**src/rtl/mdio_pkg.sv**
```systemverilog
package mdio_pkg;
  localparam int REG_W = 16;
  localparam int ADR_W = 5;

  localparam logic [ADR_W-1:0] ADDR_CTRL  = 5'd0;
  localparam logic [ADR_W-1:0] ADDR_STAT  = 5'd1;
  localparam logic [ADR_W-1:0] ADDR_ID_HI = 5'd2;
  localparam logic [ADR_W-1:0] ADDR_ID_LO = 5'd3;
  localparam logic [ADR_W-1:0] ADDR_IRQ   = 5'd16;
  localparam logic [ADR_W-1:0] ADDR_XCTL  = 5'd17;

  localparam logic [1:0] OP_RD = 2'b10;
  localparam logic [1:0] OP_WR = 2'b01;

  typedef enum logic [2:0] {
    ST_PRE,
    ST_START,
    ST_OP,
    ST_HDR,
    ST_TA,
    ST_DATA
  } mdio_st_e;
endpackage

```
**src/rtl/mdio_frame_ctrl.sv**
```systemverilog
module mdio_frame_ctrl
  import mdio_pkg::*;
#(
  parameter int PRE_LEN = 32
) (
  input  logic             clk_i,
  input  logic             rst_ni,
  input  logic             mdio_i,
  input  logic [ADR_W-1:0] own_addr_i,
  input  logic [REG_W-1:0] rd_data_i,
  output logic [ADR_W-1:0] reg_addr_o,
  output logic             rd_take_o,
  output logic             wr_en_o,
  output logic [REG_W-1:0] wr_data_o,
  output logic             mdio_o,
  output logic             mdio_oe_o
);
  localparam int CNT_W = $clog2(PRE_LEN + 1);
  localparam int HDR_W = 2 * ADR_W;
  localparam logic [CNT_W-1:0] PRE_MAX = CNT_W'(PRE_LEN);
  localparam logic [3:0] HDR_LAST = 4'(HDR_W - 1);
  localparam logic [3:0] DAT_LAST = 4'(REG_W - 1);

  mdio_st_e         st_q;
  logic [CNT_W-1:0] ones_q;
  logic [3:0]       bit_q;
  logic             op_hi_q;
  logic             is_rd_q;
  logic             sel_q;
  logic [HDR_W-2:0] hdr_q;
  logic [ADR_W-1:0] reg_addr_q;
  logic [REG_W-1:0] sh_q;
  logic             oe_q;
  logic             out_q;

  logic             drive;
  logic [HDR_W-1:0] hdr_full;
  logic [1:0]       op_full;
  logic             op_ok;

  assign drive    = is_rd_q & sel_q;
  assign hdr_full = {hdr_q, mdio_i};
  assign op_full  = {op_hi_q, mdio_i};
  assign op_ok    = (op_full == OP_RD) || (op_full == OP_WR);

  always_ff @(posedge clk_i or negedge rst_ni) begin
    if (!rst_ni) begin
      st_q       <= ST_PRE;
      ones_q     <= '0;
      bit_q      <= '0;
      op_hi_q    <= 1'b0;
      is_rd_q    <= 1'b0;
      sel_q      <= 1'b0;
      hdr_q      <= '0;
      reg_addr_q <= '0;
      sh_q       <= '0;
      oe_q       <= 1'b0;
      out_q      <= 1'b1;
    end else begin
      unique case (st_q)
        ST_PRE: begin
          if (mdio_i) begin
            if (ones_q != PRE_MAX) ones_q <= ones_q + 1'b1;
          end else if (ones_q == PRE_MAX) begin
            st_q   <= ST_START;  // this zero is the first start bit
            ones_q <= '0;
          end else begin
            ones_q <= '0;
          end
        end
        ST_START: begin
          bit_q <= '0;
          st_q  <= mdio_i ? ST_OP : ST_PRE;
        end
        ST_OP: begin
          if (bit_q == 4'd0) begin
            op_hi_q <= mdio_i;
            bit_q   <= 4'd1;
          end else if (op_ok) begin
            is_rd_q <= (op_full == OP_RD);
            bit_q   <= '0;
            st_q    <= ST_HDR;
          end else begin
            st_q <= ST_PRE;
          end
        end
        ST_HDR: begin
          hdr_q <= hdr_full[HDR_W-2:0];
          if (bit_q == HDR_LAST) begin
            sel_q      <= (hdr_full[HDR_W-1:ADR_W] == own_addr_i) ||
                          (hdr_full[HDR_W-1:ADR_W] == '0);
            reg_addr_q <= hdr_full[ADR_W-1:0];
            bit_q      <= '0;
            st_q       <= ST_TA;
          end else begin
            bit_q <= bit_q + 1'b1;
          end
        end
        ST_TA: begin
          if (bit_q == 4'd0) begin
            bit_q <= 4'd1;
            if (drive) begin
              oe_q  <= 1'b1;
              out_q <= 1'b0;
              sh_q  <= rd_data_i;
            end
          end else begin
            bit_q <= '0;
            st_q  <= ST_DATA;
            if (drive) begin
              out_q <= sh_q[REG_W-1];
              sh_q  <= {sh_q[REG_W-2:0], 1'b0};
            end
          end
        end
        ST_DATA: begin
          if (bit_q == DAT_LAST) begin
            oe_q  <= 1'b0;
            out_q <= 1'b1;
            st_q  <= ST_PRE;
          end else begin
            bit_q <= bit_q + 1'b1;
            if (drive) begin
              out_q <= sh_q[REG_W-1];
              sh_q  <= {sh_q[REG_W-2:0], 1'b0};
            end else begin
              sh_q <= {sh_q[REG_W-2:0], mdio_i};
            end
          end
        end
        default: st_q <= ST_PRE;
      endcase
    end
  end

  assign reg_addr_o = reg_addr_q;
  assign rd_take_o  = (st_q == ST_TA) && (bit_q == 4'd0) && drive;
  assign wr_en_o    = (st_q == ST_DATA) && (bit_q == DAT_LAST) && !is_rd_q && sel_q;
  assign wr_data_o  = {sh_q[REG_W-2:0], mdio_i};
  assign mdio_o     = out_q;
  assign mdio_oe_o  = oe_q;


  oe_idle_chk: assert property (@(posedge clk_i) disable iff (!rst_ni)
    (st_q == ST_PRE || st_q == ST_START || st_q == ST_OP || st_q == ST_HDR) |-> !mdio_oe_o);


  oe_sel_chk: assert property (@(posedge clk_i) disable iff (!rst_ni)
    mdio_oe_o |-> (sel_q && is_rd_q));


  ta_zero_chk: assert property (@(posedge clk_i) disable iff (!rst_ni)
    $rose(mdio_oe_o) |-> (!mdio_o && st_q == ST_TA));


  short_pre_chk: assert property (@(posedge clk_i) disable iff (!rst_ni)
    (st_q == ST_PRE && !mdio_i && ones_q != PRE_MAX) |=> (st_q == ST_PRE));


  bad_op_chk: assert property (@(posedge clk_i) disable iff (!rst_ni)
    (st_q == ST_OP && bit_q == 4'd1 && !op_ok) |=> (st_q == ST_PRE && ones_q == '0));
endmodule

```
**src/rtl/mdio_irq_ctrl.sv**
```systemverilog
module mdio_irq_ctrl #(
  parameter int N_STAT = 4
) (
  input  logic              clk_i,
  input  logic              rst_ni,
  input  logic [N_STAT-1:0] status_i,
  input  logic              clr_i,
  output logic [N_STAT-1:0] stat_o,
  output logic [N_STAT-1:0] lat_o,
  output logic              irq_o
);
  logic [N_STAT-1:0] sync1_q, sync2_q, prev_q, lat_q;
  logic [N_STAT-1:0] chg;

  assign chg = sync2_q ^ prev_q;

  always_ff @(posedge clk_i or negedge rst_ni) begin
    if (!rst_ni) begin
      sync1_q <= '0;
      sync2_q <= '0;
      prev_q  <= '0;
      lat_q   <= '0;
    end else begin
      sync1_q <= status_i;
      sync2_q <= sync1_q;
      prev_q  <= sync2_q;
      lat_q   <= (clr_i ? '0 : lat_q) | chg;  // a new change wins over the clear
    end
  end

  assign stat_o = sync2_q;
  assign lat_o  = lat_q;
  assign irq_o  = |lat_q;


  irq_set_chk: assert property (@(posedge clk_i) disable iff (!rst_ni)
    (|chg) |=> irq_o);


  irq_clr_chk: assert property (@(posedge clk_i) disable iff (!rst_ni)
    (clr_i && !(|chg)) |=> !irq_o);
endmodule

```
**src/rtl/mdio_reg_bank.sv**
```systemverilog
module mdio_reg_bank
  import mdio_pkg::*;
#(
  parameter int              N_STAT   = 4,
  parameter logic [REG_W-1:0] CTRL_RST = 16'h1000,
  parameter logic [REG_W-1:0] ID_HI    = 16'h00A5,
  parameter logic [REG_W-1:0] ID_LO    = 16'h3C01
) (
  input  logic              clk_i,
  input  logic              rst_ni,
  input  logic [ADR_W-1:0]  addr_i,
  input  logic              wr_en_i,
  input  logic [REG_W-1:0]  wr_data_i,
  input  logic [N_STAT-1:0] stat_i,
  input  logic [N_STAT-1:0] irq_lat_i,
  output logic [REG_W-1:0]  rd_data_o
);
  localparam int N_RW  = 6;
  localparam int PAD_W = REG_W - N_STAT;

  function automatic logic [ADR_W-1:0] slot_addr(input int idx);
    if (idx == 0) return ADDR_CTRL;
    if (idx == N_RW - 1) return ADDR_XCTL;
    return ADR_W'(idx + 3);  // slots 1..4 map to 4..7
  endfunction

  function automatic logic is_rw(input logic [ADR_W-1:0] a);
    logic hit;
    hit = 1'b0;
    for (int k = 0; k < N_RW; k++) if (a == slot_addr(k)) hit = 1'b1;
    return hit;
  endfunction

  logic [REG_W-1:0] rw_q [N_RW];

  for (genvar g = 0; g < N_RW; g++) begin : g_rw
    localparam logic [REG_W-1:0] RST_VAL = (g == 0) ? CTRL_RST : '0;
    always_ff @(posedge clk_i or negedge rst_ni) begin
      if (!rst_ni) rw_q[g] <= RST_VAL;
      else if (wr_en_i && addr_i == slot_addr(g)) rw_q[g] <= wr_data_i;
    end
  end

  always_comb begin
    rd_data_o = '0;
    unique case (addr_i)
      ADDR_STAT:  rd_data_o = {{PAD_W{1'b0}}, stat_i};
      ADDR_ID_HI: rd_data_o = ID_HI;
      ADDR_ID_LO: rd_data_o = ID_LO;
      ADDR_IRQ:   rd_data_o = {{PAD_W{1'b0}}, irq_lat_i};
      default: begin
        for (int k = 0; k < N_RW; k++)
          if (addr_i == slot_addr(k)) rd_data_o = rw_q[k];
      end
    endcase
  end


  wr_store_chk: assert property (@(posedge clk_i) disable iff (!rst_ni)
    (wr_en_i && is_rw(addr_i)) |=> (rd_data_o == $past(wr_data_i)));
endmodule

```
**src/rtl/mdio_target.sv**
```systemverilog
module mdio_target
  import mdio_pkg::*;
#(
  parameter int               N_STAT   = 4,
  parameter int               PRE_LEN  = 32,
  parameter logic [REG_W-1:0] CTRL_RST = 16'h1000,
  parameter logic [REG_W-1:0] ID_HI    = 16'h00A5,
  parameter logic [REG_W-1:0] ID_LO    = 16'h3C01
) (
  input  logic              mdc_i,
  input  logic              rst_ni,
  input  logic              mdio_i,
  output logic              mdio_o,
  output logic              mdio_oe_o,
  input  logic [4:0]        strap_addr_i,
  input  logic [N_STAT-1:0] status_i,
  output logic              irq_o
);
  logic [ADR_W-1:0]  strap_q;
  logic              strap_vld_q;
  logic [ADR_W-1:0]  reg_addr;
  logic              rd_take, wr_en;
  logic [REG_W-1:0]  wr_data, rd_data;
  logic [N_STAT-1:0] stat_sync, irq_lat;
  logic              irq_clr;

  always_ff @(posedge mdc_i or negedge rst_ni) begin
    if (!rst_ni) begin
      strap_q     <= '0;
      strap_vld_q <= 1'b0;
    end else if (!strap_vld_q) begin
      strap_q     <= strap_addr_i;
      strap_vld_q <= 1'b1;
    end
  end

  assign irq_clr = rd_take && (reg_addr == ADDR_IRQ);

  mdio_frame_ctrl #(.PRE_LEN(PRE_LEN)) u_frame (
    .clk_i      (mdc_i),
    .rst_ni     (rst_ni),
    .mdio_i     (mdio_i),
    .own_addr_i (strap_q),
    .rd_data_i  (rd_data),
    .reg_addr_o (reg_addr),
    .rd_take_o  (rd_take),
    .wr_en_o    (wr_en),
    .wr_data_o  (wr_data),
    .mdio_o     (mdio_o),
    .mdio_oe_o  (mdio_oe_o)
  );

  mdio_irq_ctrl #(.N_STAT(N_STAT)) u_irq (
    .clk_i    (mdc_i),
    .rst_ni   (rst_ni),
    .status_i (status_i),
    .clr_i    (irq_clr),
    .stat_o   (stat_sync),
    .lat_o    (irq_lat),
    .irq_o    (irq_o)
  );

  mdio_reg_bank #(
    .N_STAT   (N_STAT),
    .CTRL_RST (CTRL_RST),
    .ID_HI    (ID_HI),
    .ID_LO    (ID_LO)
  ) u_regs (
    .clk_i     (mdc_i),
    .rst_ni    (rst_ni),
    .addr_i    (reg_addr),
    .wr_en_i   (wr_en),
    .wr_data_i (wr_data),
    .stat_i    (stat_sync),
    .irq_lat_i (irq_lat),
    .rd_data_o (rd_data)
  );


  strap_hold_chk: assert property (@(posedge mdc_i) disable iff (!rst_ni)
    strap_vld_q |=> $stable(strap_q));
endmodule

```
**config.mk**
```make
export PLATFORM = sky130hd
export DESIGN_NAME = mdio_target
export DESIGN_NICKNAME = d
export VERILOG_FILES = /design/src/rtl/mdio_pkg.sv /design/src/rtl/mdio_frame_ctrl.sv /design/src/rtl/mdio_irq_ctrl.sv /design/src/rtl/mdio_reg_bank.sv /design/src/rtl/mdio_target.sv
export SDC_FILE = /design/constraint.sdc
export NUM_CORES = 1
export LEC_CHECK = 0
export ABC_AREA = 0
export BUFFER_PORTS_ARGS = -buffer_cell sky130_fd_sc_hd__buf_2
export CORE_AREA = 2 2 127 129
export CTS_CLUSTER_DIAMETER = 200
export CTS_CLUSTER_SIZE = 12
export DETAILED_ROUTE_END_ITERATION = 16
export DIE_AREA = 0 0 129 131
export PLACE_DENSITY = 0.71
export SYNTH_ARGS = -nofsm -noshare
export SYNTH_HDL_FRONTEND = slang
export SYNTH_HIERARCHICAL = 1
export SYNTH_SLANG_ARGS = --single-unit
```
**constraint.sdc**
```tcl
create_clock -name mdc_i -period 2.2 [get_ports mdc_i]
set_input_delay 0.11 -clock mdc_i [delete_from_list [all_inputs] [get_ports mdc_i]]
set_output_delay 0.11 -clock mdc_i [all_outputs]
set_load 0.01 [all_outputs]
```
==> metrics, run 1 <==
Post-Synth Simple-Gate Area=9.72%; Worst Hold Path EP=u_frame/ones_q[3]; Synth area leader=dfrtp_1; hold slack=0.0980 ns; WL final=20000 um; grt total ovfl=0; Die Area=16900 um2; CP startpoint kind=flop; f_max=0.437 GHz; Num CTS Buffers=17; Final period util=104%; GRT Overall Usage=24.7%; Yosys cell types=71; Slew headroom=59.9%; Clock Skews=0.00986 ns; PD cells=712 nW/um2; Avg Inst Size Synth=12.2 um2; largest net degree at the start of global routing=65; hpwl dp=12900 um; Seq/Total Area, Yosys=49.5%; vias in the first global route=6006; CP Capture Type=flop; P&R area growth vs syn=18.2%; CTS Buffer Depth=2; fin. max-slew vios=0; largest family of logic cells by synthesized area=multiplexers; first-pass GRT wire length=31800 um; Critical Path RT=2.58 ns; Routability Congestion=0.914; status=complete, but fails checks; unrepaired setup endpoints after global routing=yes; share of layout cells above drive strength 1=41.5%; Initial Utilization=53.9%; hold path startpoint=mdio_i; die height=131 um; Max Cap Viol=0; IO Port Bufs=14; RR Startpoint=u_frame/reg_addr_o[0]; R2R cell count=9; Lkg Pwr=0.00484 uW; Area contributors post-synth=dfrtp_1, mux2_2, mux2_4; XOR/XNOR share of the synthesized area=1.04%; Post-Route Utilization=63.7%; worst endpoint data arrival time=2.66 ns; Post-synth EDFFs=0; final non-filler cell total=983; worst r2r dst=u_frame/sh_q[4]; Clk pin slew, worst setup/hold paths=0.07 ns; FFs w/ async S/R, synth=100%; # rows=46; Final Worst Setup Slack=-0.0882 ns; Synth top area share=48.8%; measured slew at the worst slew-check pin=0.601 ns; Clock Tree Root=clkbuf_16; CP Class=flop to flop; die span in x=129 um; mapped cell area=8400 um2; Synth Area in Compound Gates=12.7%; Hold Fails Final Rpt=0; nets=772; Synth Area in Adders=0.893%; 1st-iter DRT viols=494; Avg WL per Cell=20.4 um; IO Count=15; Inst Count DP=915; YS warnings=6; HP Class=input port to flop; Post-route DRC=0; fin area=9930 um2; failing checks=setup timing; Ant. Diodes=0; Period minus WS final=2.29 ns; core region area=15600 um2; antenna viol nets, final=0; first-pass detailed-route iteration total=5; routed vias=5859; H-tree depth=4; setup violators final=2; clk sink count=166; synthesized instance count=691; Top FF cell, synth=dfrtp_1; placed cell areas=8870 um2; Setup WS pre-CTS=-0.173 ns; Clock Latency Late Sink=0.44 ns; CTS tree=yes; hold path cells=3; initial antenna violation count=0; Max IR drop VDD=0.611 mV; synthesized flop and latch total=166; mux share of post-synthesis cell area=21.4%; Synth Net Count=709; R2R Setup Slk=-0.09 ns; Vias per Instance=5.96; crit path max fanout=9
==> cell type report <==
class,instances,area (um2)
clock buffers,17,425
clock inverters,15,160
fillers,1155,5660
inverters,10,37.5
multi-input cells,455,3950
flip-flops and latches,166,4160
well taps,216,270
repair buffers,104,927
==> where the power goes <==
part | total [uW] | internal, uW | leakage (uW) | switching, uW
combinational | 857 | 380 | 0.00234 | 477
clock | 2960 | 1610 | 0.000282 | 1350
sequential | 3260 | 3170 | 0.00221 | 95.2
==> synth_stat cells, drive strengths merged (8+ instances only) <==
library cell / count
clkbuf: 20
nor3: 8
nand2b: 9
a22oi: 12
nand2: 26
dfrtp: 164
a31oi: 9
mux2: 147
a21oi: 19
nor2: 8
buf: 40
a22o: 14
nand3: 29
o21ai: 61
inv: 10
nor2b: 12
==> worst max-delay path, stage by stage, from the launching register on <==
cell,delay (ns)
dfrtp_2,0.42
buf_6,0.14
buf_6,0.11
nor3_4,0.34
buf_6,0.21
nand3_1,0.13
a22o_1,0.27
a31oi_1,0.27
mux2_2,0.20
mux2_2,0.13
==> layout by cell type (no fill, tap or decap), types with 7 or more instances in the layout <==
cell | Yosys | routed
clkbuf_16 | 0 | 17
o21ai_0 | 52 | 49
buf_4 | 17 | 61
nand3_1 | 26 | 25
nand2b_1 | 9 | 7
nor2b_1 | 11 | 10
a21o_1 | 7 | 7
mux2_4 | 29 | 31
mux2_2 | 117 | 115
a22o_1 | 14 | 14
nor2_1 | 8 | 7
dfrtp_1 | 164 | 159
o21ai_1 | 8 | 11
inv_1 | 10 | 10
a22oi_1 | 12 | 12
buf_6 | 7 | 11
dlygate4sd3_1 | 0 | 10
buf_12 | 0 | 9
a31oi_1 | 8 | 8
a21oi_1 | 19 | 18
buf_2 | 16 | 13
nand2_1 | 23 | 23
==> how the worst max path moves through the flow <==
stage | start | endpoint | slack [ns] | cells past startpoint
finish | u_frame/reg_addr_o[0] | u_frame/sh_q[4] | -0.09 | 9
global route | u_frame/reg_addr_o[0] | u_frame/sh_q[4] | -0.16 | 9
CTS | u_frame/bit_q[0] | u_regs/rw_q[44] | -0.02 | 7
detailed placement | u_frame/reg_addr_o[3] | u_frame/sh_q[3] | -0.17 | 6
global placement | u_frame/reg_addr_o[0] | u_frame/sh_q[2] | -0.11 | 7
floorplan | u_frame/reg_addr_o[0] | u_frame/sh_q[3] | 0.01 | 8
==> routing by layer <==
| layer | global-route usage (%) | wire (um) |
|---|---|---|
| met2 | 41.4 | 10100 |
| met1 | 31.1 | 8500 |
| met5 | 0 | 0 |
| met3 | 5.29 | 765 |
| met4 | 10.9 | 670 |
==> state kept, by name (all words and copies together), names as in the netlist, 3 cells and up <==
name	count
strap_q	5
u_frame/bit_q	4
u_frame/hdr_q	9
u_frame/ones_q	6
u_frame/reg_addr_o	5
u_frame/sh_q	16
u_frame/st_q	3
u_irq/lat_o	4
u_irq/prev_q	4
u_irq/stat_o	4
u_irq/sync1_q	4
u_regs/rw_q	96
==> cell families (layout without fill, tap and decap cells) <==
kind of cell | count (synthesis) | in the layout
buffers and inverters | 70 | 146
XOR/XNOR | 10 | 10
AND/OR/NAND/NOR | 129 | 129
multiplexers | 150 | 150
adder cells (fa/ha/maj) | 6 | 6
other | 1 | 1
flip-flops | 166 | 166
AO/OA/AOI/OAI | 159 | 159
==> per-stage QoR <==
step / setup TNS [ns] / power (uW)
finish: -0.107 / 7080
global route: -0.454 / 7350
CTS: -0.0444 / 7100
detailed placement: -2.34 / 4120
global placement: -0.603 / 4080
floorplan: 0 / 3870
==> what timing repair did <==
| action | CTS | global route |
|---|---|---|
| hold buffers | 10 | 0 |
| pin swaps | 4 | 15 |
| gates resized for setup | 10 | 30 |
| hold endpoints to repair | 67 | 0 |
| endpoints found under the setup margin | 71 | 85 |
| buffers inserted | 12 | 14 |
No activity file was read; power rests on OpenSTA's default activity.
==> run 2: changes to the inputs <==
- PLACE_DENSITY: 0.71 -> 0.84
==> metrics, run 2 (synthesis gave the netlist of run 1 again) <==
status=complete, but fails checks; failing checks=setup timing; crit path cell chain=buf_12 -> nor3b_4 -> buf_4 -> o21ai_0 -> a222oi_1 -> o32ai_1 -> mux2_2 -> mux2_2; worst endpoint data arrival time=2.62 ns; unrepaired setup endpoints after global routing=yes; Critical Path RT=2.52 ns; hpwl dp=12500 um; Num CTS Buffers=17; first-pass detailed-route iteration total=7; Max IR drop VDD=0.869 mV; share of layout cells above drive strength 1=42.4%; Vias per Instance=6.38; Final period util=105%; measured slew at the worst slew-check pin=0.640 ns; Worst Setup SP=u_frame/reg_addr_o[4]; # rows=46; Period minus WS final=2.30 ns; f_max=0.434 GHz; routed vias=6236; Die Area=16900 um2; Lkg Pwr=0.00476 uW; Clk pin slew, worst setup/hold paths=0.07 ns; Max Cap Viol=0; core region area=15600 um2; HP Class=input port to flop; fin area=9870 um2; IO Count=15; antenna viol nets, final=0; GRT Overall Usage=24.7%; RR Startpoint=u_frame/reg_addr_o[4]; IO Port Bufs=14; CTS tree=yes; initial antenna violation count=0; Hold Fails Final Rpt=0; 1st-iter DRT viols=628; CP startpoint kind=flop; P&R area growth vs syn=17.4%; TNS Setup=-0.351 ns; die span in x=129 um; H-tree depth=4; Initial Utilization=53.9%; Clock Latency Late Sink=0.43 ns; die height=131 um; hold slack=0.101 ns; largest net degree at the start of global routing=66; clk sink count=166; Clock Skews=0.00956 ns; grt total ovfl=0; nets=766; first-pass GRT wire length=31900 um; fin. max-slew vios=0; CP Class=flop to flop; Routability Congestion=0.889; PD cells=720 nW/um2; vias in the first global route=6182; most common cell after layout, fill and taps aside=dfrtp_1; placed cell areas=8860 um2; crit path max fanout=5; most frequent cells in the layout=dfrtp_1, mux2_2, buf_4, o21ai_0, mux2_4; Final Worst Setup Slack=-0.102 ns; top flop regs=u_regs/rw_q: 96 flops, u_frame/sh_q: 16 flops, u_frame/hdr_q: 9 flops; Avg WL per Cell=22.1 um; CP Capture Type=flop; Post-route DRC=0; Slew headroom=57.3%; Inst Count DP=918; Clock Tree Root=clkbuf_16; slowest cell delay on critical path=0.42 ns; max reg flops=96; CTS Buffer Depth=2; Ant. Diodes=0; final non-filler cell total=977; hold path startpoint=mdio_i; cell mode on critical path=mux2_2; setup violators final=9; WL final=21600 um; Critical-path top delay cell=dfrtp_2; Reg with most FFs=u_regs/rw_q
-- run 2: cell types whose count changed in the layout (fill, tap and decap cells not counted), sizes merged --
cell / delta
clkinvlp: -2
clkinv: +2
buf: -6
-- run 2: area by class of cell --
class,instances,area (um2)
fill,1043,5730
sequential,166,4170
multi-input combinational,455,3990
timing repair buffer,98,821
clock buffer,17,425
tap,216,270
clock inverter,15,158
inverter,10,37.5
-- run 2: path summary, 6_finish.rpt --
kind / end / slack [ns] / depth (start not counted)
worst max-delay path: u_frame/sh_q[1] / -0.10 / 8
worst min-delay path: u_frame/ones_q[0] / 0.10 / 3
worst max register to register: u_frame/sh_q[1] / -0.10 / 8
worst min register to register: u_irq/stat_o[3] / 0.36 / 0
max in group asynchronous: u_regs/rw_q[92] / 1.12 / 3
min in group asynchronous: u_regs/rw_q[36] / 0.25 / 2
-- run 2: repair_timing --
item / in CTS / in global routing
endpoints found under the hold margin: 70 / 0
hold buffers: 10 / 0
pin swaps: 5 / 13
resized for setup: 18 / 36
gates cloned: 0 / 2
endpoints found under the setup margin: 60 / 106
setup buffers: 10 / 6
-- run 2: critical path: cells and delay by family (launching register included) --
kind / cells / cell delay (ns)
DFF: 1 / 0.42
muxes: 2 / 0.53
AOI/OAI and AO/OA: 3 / 0.61
buffers and inverters: 2 / 0.32
and+or+nand+nor: 1 / 0.30
-- run 2: metal layers --
layer  track usage [%]  vias up  share of wire (%)
met5                 0        -                  0
met4              11.0        0                3.5
met3              5.90       80                6.5
met2              42.5      338                 51
met1              29.8     3192                 39
li1                  -     2626                  -
-- run 2: where the power goes --
part	leakage [uW]	switching (uW)	internal, uW
registers	0.00221	108	3170
clock network	0.000287	1340	1610
logic	0.00226	508	368
-- run 2: stage by stage --
stage	util (%)	power [uW]	worst slack (ns)
2_1_floorplan	-	3870	0.00963
3_3_place_gp	56.8	4050	-0.0835
3_5_place_dp	56.8	4120	-0.197
4_1_cts	62.0	7080	-0.00121
5_1_grt	63.3	7340	-0.145
6_report	63.3	7100	-0.102
